$ cat config.mk
export PLATFORM = sky130hd
export DESIGN_NAME = rdcmd_parser
export DESIGN_NICKNAME = d
export VERILOG_FILES = /design/src/rtl/rdcmd_pkg.sv /design/src/rtl/rdcmd_hexdec.sv /design/src/rtl/rdcmd_seq.sv /design/src/rtl/rdcmd_outreg.sv /design/src/rtl/rdcmd_parser.sv
export SDC_FILE = /design/constraint.sdc
export NUM_CORES = 1
export LEC_CHECK = 0
export ABC_AREA = 1
export BUFFER_PORTS_ARGS = -buffer_cell sky130_fd_sc_hd__buf_4
export CAP_MARGIN = 10
export CORE_MARGIN = 2
export CORE_UTILIZATION = 35
export DETAILED_ROUTE_END_ITERATION = 16
export PLACE_DENSITY = 0.68
export SYNTH_ARGS = -nofsm -noshare
export SYNTH_HDL_FRONTEND = slang
export SYNTH_SLANG_ARGS = --single-unit
export TNS_END_PERCENT = 1
$ cat constraint.sdc
create_clock -name clk -period 1.15 [get_ports clk]
set_input_delay 0 -clock clk [delete_from_list [all_inputs] [get_ports clk]]
set_output_delay 0 -clock clk [all_outputs]
set_load 0.01 [all_outputs]
$ cat src/rtl/rdcmd_pkg.sv
package rdcmd_pkg;
   // position of the parser inside a two-byte request
   typedef enum logic {
      POS_LEAD  = 1'b0,
      POS_DIGIT = 1'b1
   } rdcmd_pos_e;

   localparam int NIB_W = 4;
endpackage

$ cat src/rtl/rdcmd_hexdec.sv
module rdcmd_hexdec #(
   parameter int BYTE_W = 8
) (
   input  logic [BYTE_W-1:0]          code_i,
   output logic [rdcmd_pkg::NIB_W-1:0] nib_o,
   output logic                       bad_o
);
   localparam logic [BYTE_W-1:0] DIG_LO = BYTE_W'(8'h30);
   localparam logic [BYTE_W-1:0] DIG_HI = BYTE_W'(8'h39);
   localparam logic [BYTE_W-1:0] LET_LO = BYTE_W'(8'h41);
   localparam logic [BYTE_W-1:0] LET_HI = BYTE_W'(8'h46);

   always_comb begin
      nib_o = '0;
      bad_o = 1'b1;
      if (code_i >= DIG_LO && code_i <= DIG_HI) begin
         nib_o = code_i[3:0];
         bad_o = 1'b0;
      end else if (code_i >= LET_LO && code_i <= LET_HI) begin
         nib_o = code_i[3:0] + 4'd9;
         bad_o = 1'b0;
      end
   end
endmodule

$ cat src/rtl/rdcmd_seq.sv
module rdcmd_seq #(
   parameter int                BYTE_W    = 8,
   parameter logic [BYTE_W-1:0] LEAD_CODE = BYTE_W'(8'h52)
) (
   input  logic              clk,
   input  logic              rst,
   input  logic [BYTE_W-1:0] code_i,
   input  logic              valid_i,
   output logic              take_digit_o
);
   import rdcmd_pkg::*;

   rdcmd_pos_e pos_q;

   always_ff @(posedge clk) begin
      if (rst) begin
         pos_q <= POS_LEAD;
      end else if (valid_i) begin
         case (pos_q)
            POS_LEAD:  if (code_i == LEAD_CODE) pos_q <= POS_DIGIT;
            POS_DIGIT: pos_q <= POS_LEAD;
            default:   pos_q <= POS_LEAD;
         endcase
      end
   end

   assign take_digit_o = valid_i && (pos_q == POS_DIGIT);
endmodule

$ cat src/rtl/rdcmd_outreg.sv
module rdcmd_outreg #(
   parameter int                ADDR_W   = 24,
   parameter logic [ADDR_W-1:0] ERR_ADDR = ADDR_W'(4'hE)
) (
   input  logic                        clk,
   input  logic                        rst,
   input  logic                        load_i,
   input  logic [rdcmd_pkg::NIB_W-1:0] nib_i,
   input  logic                        bad_i,
   output logic [ADDR_W-1:0]           addr_o,
   output logic                        start_o,
   output logic                        err_o
);
   localparam int PAD_W = ADDR_W - rdcmd_pkg::NIB_W;

   logic [ADDR_W-1:0] load_val;
   logic              fire_q;
   logic              bad_q;

   generate
      if (PAD_W > 0) begin : g_pad
         assign load_val = bad_i ? ERR_ADDR : {{PAD_W{1'b0}}, nib_i};
      end else begin : g_nopad
         assign load_val = bad_i ? ERR_ADDR : nib_i;
      end
   endgenerate

   always_ff @(posedge clk) begin
      if (rst) begin
         addr_o  <= '0;
         fire_q  <= 1'b0;
         bad_q   <= 1'b0;
         start_o <= 1'b0;
         err_o   <= 1'b0;
      end else begin
         fire_q  <= load_i;
         start_o <= fire_q;
         if (load_i) begin
            addr_o <= load_val;
            bad_q  <= bad_i;
         end
         if (fire_q) err_o <= bad_q;
      end
   end
endmodule

$ cat src/rtl/rdcmd_parser.sv
module rdcmd_parser #(
   parameter int                ADDR_W    = 24,
   parameter int                BYTE_W    = 8,
   parameter logic [BYTE_W-1:0] LEAD_CODE = BYTE_W'(8'h52),
   parameter logic [ADDR_W-1:0] ERR_ADDR  = ADDR_W'(4'hE)
) (
   input  logic              clk,
   input  logic              rst,
   input  logic [BYTE_W-1:0] rx_byte,
   input  logic              rx_valid,
   output logic [ADDR_W-1:0] addr,
   output logic              start_read,
   output logic              cmd_error
);
   localparam int NIB_W = rdcmd_pkg::NIB_W;

   generate
      if (ADDR_W < NIB_W) begin : g_chk_addr
         $error("rdcmd_parser: ADDR_W must hold one hex digit");
      end
      if (BYTE_W < 7) begin : g_chk_byte
         $error("rdcmd_parser: BYTE_W must hold 7-bit character codes");
      end
      if ((ERR_ADDR >> NIB_W) != 0) begin : g_chk_err
         $error("rdcmd_parser: ERR_ADDR must be a single-digit address");
      end
   endgenerate

   logic             take_digit;
   logic [NIB_W-1:0] nib;
   logic             bad;

   rdcmd_seq #(
      .BYTE_W   (BYTE_W),
      .LEAD_CODE(LEAD_CODE)
   ) u_seq (
      .clk         (clk),
      .rst         (rst),
      .code_i      (rx_byte),
      .valid_i     (rx_valid),
      .take_digit_o(take_digit)
   );

   rdcmd_hexdec #(
      .BYTE_W(BYTE_W)
   ) u_dec (
      .code_i(rx_byte),
      .nib_o (nib),
      .bad_o (bad)
   );

   rdcmd_outreg #(
      .ADDR_W  (ADDR_W),
      .ERR_ADDR(ERR_ADDR)
   ) u_out (
      .clk    (clk),
      .rst    (rst),
      .load_i (take_digit),
      .nib_i  (nib),
      .bad_i  (bad),
      .addr_o (addr),
      .start_o(start_read),
      .err_o  (cmd_error)
   );
endmodule

==> results of run 1 <==
-- power by group --
group	internal, mW	total (mW)	switching, mW	leakage, nW
Combinational	0.0490	0.137	0.0880	0.374
Clock	0.134	0.246	0.113	0.0150
Sequential	0.312	0.312	0.000165	0.0725
-- routing by layer --
metal | track usage [%] | vias up | share of wire (%)
li1 | - | 321 | -
met1 | 11.61 | 262 | 41
met2 | 18.49 | 22 | 48
met3 | 2.454 | 4 | 8.3
met4 | 7.143 | 0 | 1.8
met5 | 0 | - | 0
-- critical path, delay by kind of cell (launching register included) --
family / cells / cell delay, ns
AND/OR/NAND/NOR: 3 / 0.35
AO/OA/AOI/OAI: 1 / 0.07
buffers and inverters: 1 / 0.10
flip-flops: 1 / 0.31
-- registers in the layout, indices dropped and copies added (netlist names) --
name and flops:
u_seq.pos_q 1, u_out.bad_q 1, u_out.fire_q 1, u_out.start_o 1, u_out.addr_o 4, u_out.err_o 1
-- worst max path at each step --
stage | endpoint | start | cells past startpoint
after detailed placement | u_out.addr_o[3]$_SDFFE_PP0P_ | rx_byte[0] | 11
after floorplan | u_out.addr_o[3]$_SDFFE_PP0P_ | rx_byte[0] | 10
after CTS | u_out.addr_o[0]$_SDFFE_PP0P_ | u_seq.pos_q$_SDFFE_PP0P_ | 5
final | u_out.addr_o[0]$_SDFFE_PP0P_ | u_seq.pos_q$_SDFFE_PP0P_ | 5
after global routing | u_out.addr_o[3]$_SDFFE_PP0P_ | rx_byte[0] | 11
after global placement | u_out.addr_o[3]$_SDFFE_PP0P_ | rx_byte[1] | 11
-- cell type report --
class	instances	area, um2	area share (%)
clock buffer	4	26.28	3.221
inverter	13	48.80	5.982
multi-input combinational	82	396.6	48.62
sequential	9	180.2	22.09
tap	27	33.78	4.141
timing repair buffer	17	130.1	15.95
-- through the flow --
step	total power [mW]	cells	hold slack (ns)	utilization, %	instance area, um2
2_1_floorplan	0.4536	124	0.07238	-	775.7
3_3_place_gp	0.4509	147	0.1920	40.56	779.5
5_1_grt	0.7342	152	0.02501	42.45	815.8
6_report	0.6957	152	0.02282	42.45	815.8
4_1_cts	0.6999	152	0.02257	42.45	815.8
3_5_place_dp	0.4521	147	0.1958	40.56	779.5
-- kinds of logic (layout without fill, tap and decap cells) --
logic type	count (synthesis)	after routing	share of synthesized area, %
adders and majority gates	4	4	7.105
and+or+nand+nor	49	49	31.79
buffers and inverters	33	34	28.24
AOI/OAI and AO/OA	9	9	6.749
other	1	20	0.5323
DFF	9	9	25.58
-- layout by cell type (no fill, tap or decap) --
| cell | n |
|---|---|
| nor2_1 | 13 |
| ha_1 | 4 |
| nand2_2 | 3 |
| buf_4 | 16 |
| clkbuf_4 | 3 |
| nand2_1 | 21 |
| o21ai_0 | 5 |
| nand3_1 | 7 |
| o21a_1 | 1 |
| nand3_2 | 2 |
| clkbuf_1 | 1 |
| inv_1 | 11 |
| inv_2 | 2 |
| o21ai_1 | 2 |
| dlygate4sd3_1 | 1 |
| nor2_2 | 1 |
| dfxtp_1 | 9 |
| a21oi_1 | 1 |
| nor3_1 | 1 |
| nand2_4 | 1 |
| conb_1 | 20 |
==> results.md, run 1 <==
- FF-to-FF path depth: 5
- Area contributors post-synth: dfxtp_1 (26%), buf_4 (21%), nand2_1 (11%), ha_1 (7.1%), nor2_1 (6.9%)
- CP Cell Sequence: nand2_1 > inv_1 > nor2_1 > nand2_1 > o21ai_1
- Post-synth EDFFs: 0
- GPL Wtd Cong: 0.8721
- Hold Fails Final Rpt: 0
- Synthesized cell area: 704.4 um2
- Setup tns final: 0 ns
- Root buf cell: clkbuf_4
- Hold buffers post-CTS: 1
- Core area: 1922 um2
- Post-CTS sizing: 0
- DP Wirelength: 1.049 mm
- Final Setup Violations: 0
- Share of the synthesized area in the top cell type: 25.58%
- Layout Skew: 0.004921 ns
- Setup ws final: 0.2651 ns
- Leak: 0.4610 nW
- Layout cells sized above 1: 22.40%
- Most used cell along the critical path: nand2_1
- Clk slew on worst S/H paths: 0.06 ns
- Final Critical Period: 0.8849 ns
- Critical Path Max Stage Delay: 0.31 ns
- Worst skew pair latency: 0.27 ns
- Hold_sp: rx_valid
- Most frequent cells after synthesis: nand2_1 (21), buf_4 (20), nor2_1 (13), inv_1 (11), dfxtp_1 (9)
- Cell taking the most area after synthesis: dfxtp_1
- RR Endpoint: u_out.addr_o[0]$_SDFFE_PP0P_
- Sink Count: 9
- Worst flop-to-flop path startpoint: u_seq.pos_q$_SDFFE_PP0P_
- Hold crit path type: in -> reg
- Startpoint Class: flip-flop
- Max stage delay cell, worst path: dfxtp_1
- Register bit total from synthesis: 9
- DR pass1 iterations: 4
- PortBufs: 16
- Width of the die: 48.86 um
- WP data required: 1.35 ns
- Peak supply drop: 277.8 uV
- Diode count: 0
- Total gr overflow: 0
- Clock buffer depth: 2
- Most common cell in the netlist: nand2_1
- FP Rows: 16
- Post-synth top flop: dfxtp_1
- Largest net degree at the start of global routing: 9
- Syn Area/Cell: 6.709 um2
- Setup CP Type: reg -> reg
- CTS tree: built
- Yosys cell types: 18
- # DRC: 0
- ANT nets after route: 0
- Routed via count: 609
- Pwr/cell area: 852.8 nW/um2
- Nets: 141
- Syn Inst Count: 105
- Initial Utilization: 36.65%
- Drt initial violations: 5
- H-tree levels: 1
- I/O pin total: 37
- Warnings from Yosys: 0
- Final Slew Violations: 0
- Asr flop ratio synth: 0%
- Total GRT Usage: 10.71%
- Fill cells: 205
- Register area share after synthesis: 25.58%
- First-pass GRT wire length: 2.028 mm
- Via density: 4.007
- WP data arrival: 1.09 ns
- Post-CTS Setup Repair Bufs: 0
- Worst-path fanout max: 6
- RSZ-0062 raised after global routing: false
- Routed wire length: 1.243 mm
- Dpl ws: 0.06421 ns
- MaxCap Viol Count: 0
- DR WL/cell: 8.178 um
- Total CTS buffers: 3
- P&R area growth vs syn: 15.81%
- Crit end category: flip-flop
- Worst Hold Path EP: u_out.fire_q$_SDFF_PP0_
- Worst reg2reg setup slack: 0.27 ns
- Vias in the first global route: 520
- Die Span Y: 48.86 um
- Cells on Worst Hold Path: 3
- Status: finished clean
- Initial antenna violation count: 0
- Die ar.: 2387 um2
- Period utilization: 76.94%
- Fmax: 1130 MHz
Power figures use the tool's default switching activity.
==> run 2, diff against run 1 <==
--- a/config.mk
+++ b/config.mk
@@ -11,7 +11,7 @@
 export CORE_MARGIN = 2
 export CORE_UTILIZATION = 35
 export DETAILED_ROUTE_END_ITERATION = 16
-export PLACE_DENSITY = 0.68
+export PLACE_DENSITY = 0.7
 export SYNTH_ARGS = -nofsm -noshare
 export SYNTH_HDL_FRONTEND = slang
 export SYNTH_SLANG_ARGS = --single-unit
==> constraint.sdc (replaced) <==
create_clock -name clk -period 0.8 [get_ports clk]
set_input_delay 0 -clock clk [delete_from_list [all_inputs] [get_ports clk]]
set_output_delay 0 -clock clk [all_outputs]
set_load 0.01 [all_outputs]
==> results.md, run 2 (synthesis results as in run 1) <==
- Layout cells sized above 1: 37.78% (was 22.40%)
- # DRC: 0 (unchanged)
- Root buf cell: clkbuf_4 (unchanged)
- Diode count: 0 (unchanged)
- Final Setup Violations: 0 (unchanged)
- Worst reg2reg setup slack: 0.02 ns (was 0.27 ns)
- Largest net degree at the start of global routing: 9 (unchanged)
- First-pass GRT wire length: 2.152 mm (was 2.028 mm)
- Hold crit path type: in -> reg (unchanged)
- Width of the die: 48.86 um (unchanged)
- RSZ-0062 raised after global routing: true (was false)
- CP Cell Sequence: nand2_4 > inv_6 > nand2_4 > nor2_2 > nor2_1 (was nand2_1 > inv_1 > nor2_1 > nand2_1 > o21ai_1)
- Startpoint Class: flip-flop (unchanged)
- Critical Path Source: u_seq.pos_q$_SDFFE_PP0P_ (unchanged)
- Hold Fails Final Rpt: 2 (was 0)
- Critical Path Max Stage Delay: 0.35 ns (was 0.31 ns)
- Most used cell along the critical path: nand2_4 (was nand2_1)
- DR pass1 iterations: 4 (unchanged)
- Vias in the first global route: 593 (was 520)
- Period utilization: 96.94% (was 76.94%)
- Wl on met1: 537 um (was 515 um)
- Drt initial violations: 7 (was 5)
- Total CTS buffers: 3 (unchanged)
- Hold_ws: -0.04849 ns (was 0.02282 ns)
- Most common cell after layout, fill and taps aside: buf_4 (was nand2_1)
- Max reg flops: 4 (unchanged)
- I/O pin total: 37 (unchanged)
- Leak: 0.5311 nW (was 0.4610 nW)
- Sink Count: 9 (unchanged)
- PortBufs: 16 (unchanged)
- Routed via count: 666 (was 609)
- MaxCap Viol Count: 0 (unchanged)
- ANT nets after route: 0 (unchanged)
- Cells on Worst Hold Path: 2 (was 3)
- DP Wirelength: 1.173 mm (was 1.049 mm)
- Status: complete, but fails checks (was finished clean)
- RR Endpoint: u_out.addr_o[3]$_SDFFE_PP0P_ (was u_out.addr_o[0]$_SDFFE_PP0P_)
- Initial antenna violation count: 0 (unchanged)
- Reg with most FFs: u_out.addr_o (unchanged)
- DR WL/cell: 8.809 um (was 8.178 um)
- Post-route cell area: 964.7 um2 (was 815.8 um2)
- Post-CTS Setup Repair Bufs: 0 (unchanged)
- Die Span Y: 48.86 um (unchanged)
- Most frequent cells in the layout: buf_4 (27), conb_1 (20), nand2_1 (19) (was nand2_1 (21), conb_1 (20), buf_4 (16))
- FP Rows: 16 (unchanged)
- Final Critical Period: 0.7755 ns (was 0.8849 ns)
- WP data arrival: 0.93 ns (was 1.09 ns)
- FF-to-FF path depth: 5 (unchanged)
- Clock buffer depth: 2 (unchanged)
- Fmax: 1289 MHz (was 1130 MHz)
- Total GRT Usage: 11.45% (was 10.71%)
- Max Used Layer: met4 (unchanged)
- Clk slew on worst S/H paths: 0.06 ns (about the same)
- P&R area growth vs syn: 36.94% (was 15.81%)
- Worst-path fanout max: 6 (unchanged)
- GPL Wtd Cong: 0.8550 (was 0.8721)
- Final Slew Violations: 0 (unchanged)
- Routed wire length: 1.427 mm (was 1.243 mm)
- Crit end category: flip-flop (unchanged)
- Layout Skew: 0.005752 ns (was 0.004921 ns)
- Failing checks: negative hold slack
- Met3 WL: 91 um (was 103 um)
- Nets: 151 (was 141)
- Core area: 1922 um2 (unchanged)
- Via density: 4.111 (was 4.007)
- Total gr overflow: 0 (unchanged)
- H-tree levels: 1 (unchanged)
- Setup CP Type: reg -> reg (unchanged)
- Peak supply drop: 439.5 uV (was 277.8 uV)
- WP data required: 0.95 ns (was 1.35 ns)
- Routed length on met2: 768 um (was 602 um)
- Worst flop-to-flop path startpoint: u_seq.pos_q$_SDFFE_PP0P_ (unchanged)
- CTS tree: built (unchanged)
- Worst skew pair latency: 0.26 ns (was 0.27 ns)
- Die ar.: 2387 um2 (unchanged)
- Placed instance area: 897.1 um2 (was 779.5 um2)
- CP endpoint: u_out.addr_o[3]$_SDFFE_PP0P_ (was u_out.addr_o[0]$_SDFFE_PP0P_)
- Pwr/cell area: 1093 nW/um2 (was 852.8 nW/um2)
- Initial Utilization: 36.65% (unchanged)
- Max stage delay cell, worst path: dfxtp_2 (was dfxtp_1)
[run 2: cell count changes in the layout (fill, tap and decap cells not counted), sizes merged]
cell         previous run  this run
buf                    16        27
dlygate4sd3             1         0
[run 2: how the worst min path moves through the flow]
stage,startpoint,end
2_1_floorplan,rst,u_out.start_o$_SDFF_PP0_
3_3_place_gp,rst,u_out.start_o$_SDFF_PP0_
3_5_place_dp,rst,u_out.start_o$_SDFF_PP0_
4_1_cts,rst,u_out.start_o$_SDFF_PP0_
5_1_grt,rst,u_out.start_o$_SDFF_PP0_
6_report,rst,u_out.start_o$_SDFF_PP0_
[run 2: power breakdown]
group | switching, mW | internal [mW]
sequential | 0.000279 | 0.448
combinational | 0.155 | 0.109
clock | 0.151 | 0.192
[run 2: layout make-up]
type	instances	area, um2
timing repair buffer	27	202.7
inverter	13	61.31
multi-input combinational	82	459.2
sequential	9	181.4
clock buffer	4	26.28
fill	218	957.2
tap	27	33.78
[run 2: stage by stage]
step                instances  setup TNS [ns]  power (mW)  utilization [%]  worst slack, ns
finish                    162               0       1.054            50.20          0.02448
global route              162         -0.1278       1.110            50.20         -0.04742
CTS                       162      -0.0001283       1.051            48.63       -0.0001283
detailed placement        158         -0.8147      0.7063            46.68          -0.2244
global placement          158         -0.7672      0.7003            46.68          -0.2116
floorplan                 124               0      0.6629                -         0.005500
[run 2: worst max-delay path: cells and delay by family (launching register included)]
family	cells	cell delay (ns)
DFF	1	0.35
and+or+nand+nor	4	0.25
buffers and inverters	1	0.08
[run 2: timing repair]
action	CTS	global route
pin swaps	1	3
gates resized for setup	5	8
endpoints found under the setup margin	5	5
endpoints found under the hold margin	2	2
[run 2: layer usage]
layer / vias up / GRT usage [%]
li1: 344 / -
met1: 292 / 12.08
met2: 26 / 19.18
met3: 4 / 3.681
met4: 0 / 8.095
met5: - / 0
==> run 3, diff against run 2 <==
--- a/config.mk
+++ b/config.mk
@@ -5,13 +5,12 @@
 export SDC_FILE = /design/constraint.sdc
 export NUM_CORES = 1
 export LEC_CHECK = 0
-export ABC_AREA = 1
 export BUFFER_PORTS_ARGS = -buffer_cell sky130_fd_sc_hd__buf_4
 export CAP_MARGIN = 10
 export CORE_MARGIN = 2
 export CORE_UTILIZATION = 35
 export DETAILED_ROUTE_END_ITERATION = 16
-export PLACE_DENSITY = 0.7
+export PLACE_DENSITY = 0.71
 export SYNTH_ARGS = -nofsm -noshare
 export SYNTH_HDL_FRONTEND = slang
 export SYNTH_SLANG_ARGS = --single-unit
==> results.md, run 3 <==
- Initial Utilization: 38.18% (was 36.65%)
- DP Wirelength: 1.078 mm (was 1.173 mm)
- Diode count: 0 (unchanged)
- Root buf cell: clkbuf_4 (unchanged)
- Sum of buffers and inverters on the critical path: 0 (was 1)
- Routed via count: 591 (was 666)
- Max reg flops: 4 (unchanged)
- Hold crit path type: in -> reg (unchanged)
- Period utilization: 126.1% (was 96.94%)
- Area contributors post-synth: dfxtp_1 (26%), buf_4 (23%), ha_1 (7.4%), nor3_1 (3.7%), o31ai_4 (3.1%) (was dfxtp_1 (26%), buf_4 (21%), nand2_1 (11%), ha_1 (7.1%), nor2_1 (6.9%))
- CTS tree: built (unchanged)
- DR pass1 iterations: 3 (was 4)
- Synthesized cell area: 680.7 um2 (was 704.4 um2)
- Most frequent cells in the layout: buf_4 (26), conb_1 (20), dfxtp_1 (8) (was buf_4 (27), conb_1 (20), nand2_1 (19))
- WP data arrival: 1.19 ns (was 0.93 ns)
- Worst-path fanout max: 6 (unchanged)
- Area taken by flip-flops and latches: 183.9 um2 (was 181.4 um2)
- Delay-heaviest family, CP: flip-flops (unchanged)
- Final Slew Violations: 0 (unchanged)
- Setup ws final: -0.2085 ns (was 0.02448 ns)
- WP data required: 0.98 ns (was 0.95 ns)
- Final Critical Period: 1.008 ns (was 0.7755 ns)
- Layout Skew: 0.001901 ns (was 0.005752 ns)
- Startpoint Class: flip-flop (unchanged)
- Post-synth top flop: dfxtp_1 (unchanged)
- MaxCap Viol Count: 0 (unchanged)
- Initial antenna violation count: 0 (unchanged)
- Drt initial violations: 4 (was 7)
- Setup tns final: -0.9321 ns (was 0 ns)
- Post-synth EDFFs: 0 (unchanged)
- Core area: 1783 um2 (was 1922 um2)
- Width of the die: 48.10 um (was 48.86 um)
- Via density: 4.444 (was 4.111)
- RSZ-0062 raised after global routing: true (unchanged)
- PortBufs: 16 (unchanged)
- Total gr overflow: 0 (unchanged)
- ANT nets after route: 0 (unchanged)
- Clk slew on worst S/H paths: 0.06 ns (about the same)
- Syn Area/Cell: 8.956 um2 (was 6.709 um2)
- Most common cell in the netlist: buf_4 (was nand2_1)
- First-pass GRT wire length: 2.139 mm (was 2.152 mm)
- Multi-input gate area: 473.0 um2 (was 459.2 um2)
- GPL Wtd Cong: 0.8366 (was 0.8550)
- I/O pin total: 37 (unchanged)
- Pwr/cell area: 1053 nW/um2 (was 1093 nW/um2)
- Most common cell after layout, fill and taps aside: buf_4 (unchanged)
- Fill cells: 167 (was 218)
- # DRC: 0 (unchanged)
- Share of the synthesized area in the top cell type: 26.47% (was 25.58%)
- P&R area growth vs syn: 44.30% (was 36.94%)
- FP Rows: 15 (was 16)
- H-tree levels: 1 (unchanged)
- Cell taking the most area after synthesis: dfxtp_1 (unchanged)
- Critical Path Max Stage Delay: 0.39 ns (was 0.35 ns)
- Hold buffers post-CTS: 0
- Sink Count: 9 (unchanged)
- Setup CP Type: reg -> reg (unchanged)
- Hold Fails Final Rpt: 0 (was 2)
- Asr flop ratio synth: 0% (unchanged)
- Layout cells sized above 1: 48.15% (was 37.78%)
- Register bit total from synthesis: 9 (unchanged)
- Vias in the first global route: 511 (was 593)
- Most frequent cells after synthesis: buf_4 (21), dfxtp_1 (9), nor2_1 (5), nor3_1 (5) (was nand2_1 (21), buf_4 (20), nor2_1 (13), inv_1 (11), dfxtp_1 (9))
- CP Cell Sequence: a21oi_1 > nor2_1 > o41ai_4 > a211oi_2 (was nand2_4 > inv_6 > nand2_4 > nor2_2 > nor2_1)
- Nets: 124 (was 151)
- DR WL/cell: 10.44 um (was 8.809 um)
- Fmax: 991.6 MHz (was 1289 MHz)
- Leak: 0.4393 nW (was 0.5311 nW)
- Routed wire length: 1.389 mm (was 1.427 mm)
- Total GRT Usage: 13.40% (was 11.45%)
- Total CTS buffers: 3 (unchanged)
- Crit end category: flip-flop (unchanged)
- Die ar.: 2314 um2 (was 2387 um2)
- Reg with most FFs: u_out.addr_o (unchanged)
- Die Span Y: 48.10 um (was 48.86 um)
- Failing checks: negative setup slack (was negative hold slack)
- Largest net degree at the start of global routing: 10 (was 9)
- Register area share after synthesis: 26.47% (was 25.58%)
- Dpl ws: -0.5633 ns (was -0.2244 ns)
- Max stage delay cell, worst path: dfxtp_4 (was dfxtp_2)
- Warnings from Yosys: 0 (unchanged)
- Worst skew pair latency: 0.26 ns (about the same)
- Yosys cell types: 30 (was 18)
- Clock buffer depth: 2 (unchanged)
- Status: complete, but fails checks (unchanged)
- Peak supply drop: 647.7 uV (was 439.5 uV)
- Final Setup Violations: 7 (was 0)
- Syn Inst Count: 76 (was 105)
run 3: path summary, 6_finish.rpt:
check | startpoint | to | slack, ns | depth (start not counted)
max reg2reg | u_seq.pos_q$_SDFFE_PP0P_ | u_out.addr_o[2]$_SDFFE_PP0P_ | -0.21 | 4
min reg2reg | u_out.bad_q$_SDFFE_PP0P_ | u_out.bad_q$_SDFFE_PP0P_ | 0.46 | 2
min | rst | u_out.addr_o[2]$_SDFFE_PP0P_ | 0.006 | 4
max | u_seq.pos_q$_SDFFE_PP0P_ | u_out.addr_o[2]$_SDFFE_PP0P_ | -0.21 | 4
run 3: per-layer routing:
| metal | routed length (um) | part of all wire (%) | GRT usage [%] | vias up |
|---|---|---|---|---|
| li1 | - | - | - | 291 |
| met1 | 605 | 44 | 16.25 | 269 |
| met2 | 691 | 50 | 22.93 | 31 |
| met3 | 91 | 6.6 | 4.444 | 0 |
| met4 | 0 | 0 | 3.243 | 0 |
| met5 | 0 | 0 | 0 | - |
run 3: cell families after synthesis:
kind of cell | share of synthesized area (%)
flops | 26.47
simple gates | 20.22
other cells | 0.5509
compound gates | 18.57
fa+ha+maj | 7.353
mux | 1.471
buf+inv | 25.37
run 3: per-stage QoR:
| step | hold WS, ns | cell area, um2 | total power [mW] | util (%) | std cells |
|---|---|---|---|---|---|
| after floorplan | 0.1759 | 770.7 | 0.6381 | - | 95 |
| after global placement | 0.2721 | 874.6 | 0.6682 | 49.05 | 128 |
| after detailed placement | 0.2860 | 874.6 | 0.6713 | 49.05 | 128 |
| after CTS | 0.001210 | 942.2 | 1.035 | 52.84 | 133 |
| after global routing | 0.002115 | 982.2 | 1.085 | 55.09 | 133 |
| final | 0.005673 | 982.2 | 1.034 | 55.09 | 133 |
run 3: layout make-up:
cell class / instances / share of cell area, %
multi-input cells: 61 / 48.15
well taps: 25 / 3.185
repair buffers: 30 / 25.35
clock buffers: 4 / 2.675
inverters: 4 / 1.911
flip-flops and latches: 9 / 18.73
run 3: worst register-to-register path, cell delays in order (launching register included):
cell,delay [ns]
dfxtp_4,0.39
a21oi_1,0.07
nor2_1,0.19
o41ai_4,0.11
a211oi_2,0.17
run 3: repair_timing:
action | CTS | global route
gates resized for setup | 8 | 8
pin swaps | 8 | 5
endpoints found under the setup margin | 8 | 8
setup buffers | 1 | 0
run 3: report_power, final:
part           leakage (nW)  switching (mW)  internal (mW)
Combinational         0.351           0.131          0.105
Sequential           0.0733        0.000284          0.445
Clock                0.0150           0.160          0.192
Total                 0.439           0.291          0.743
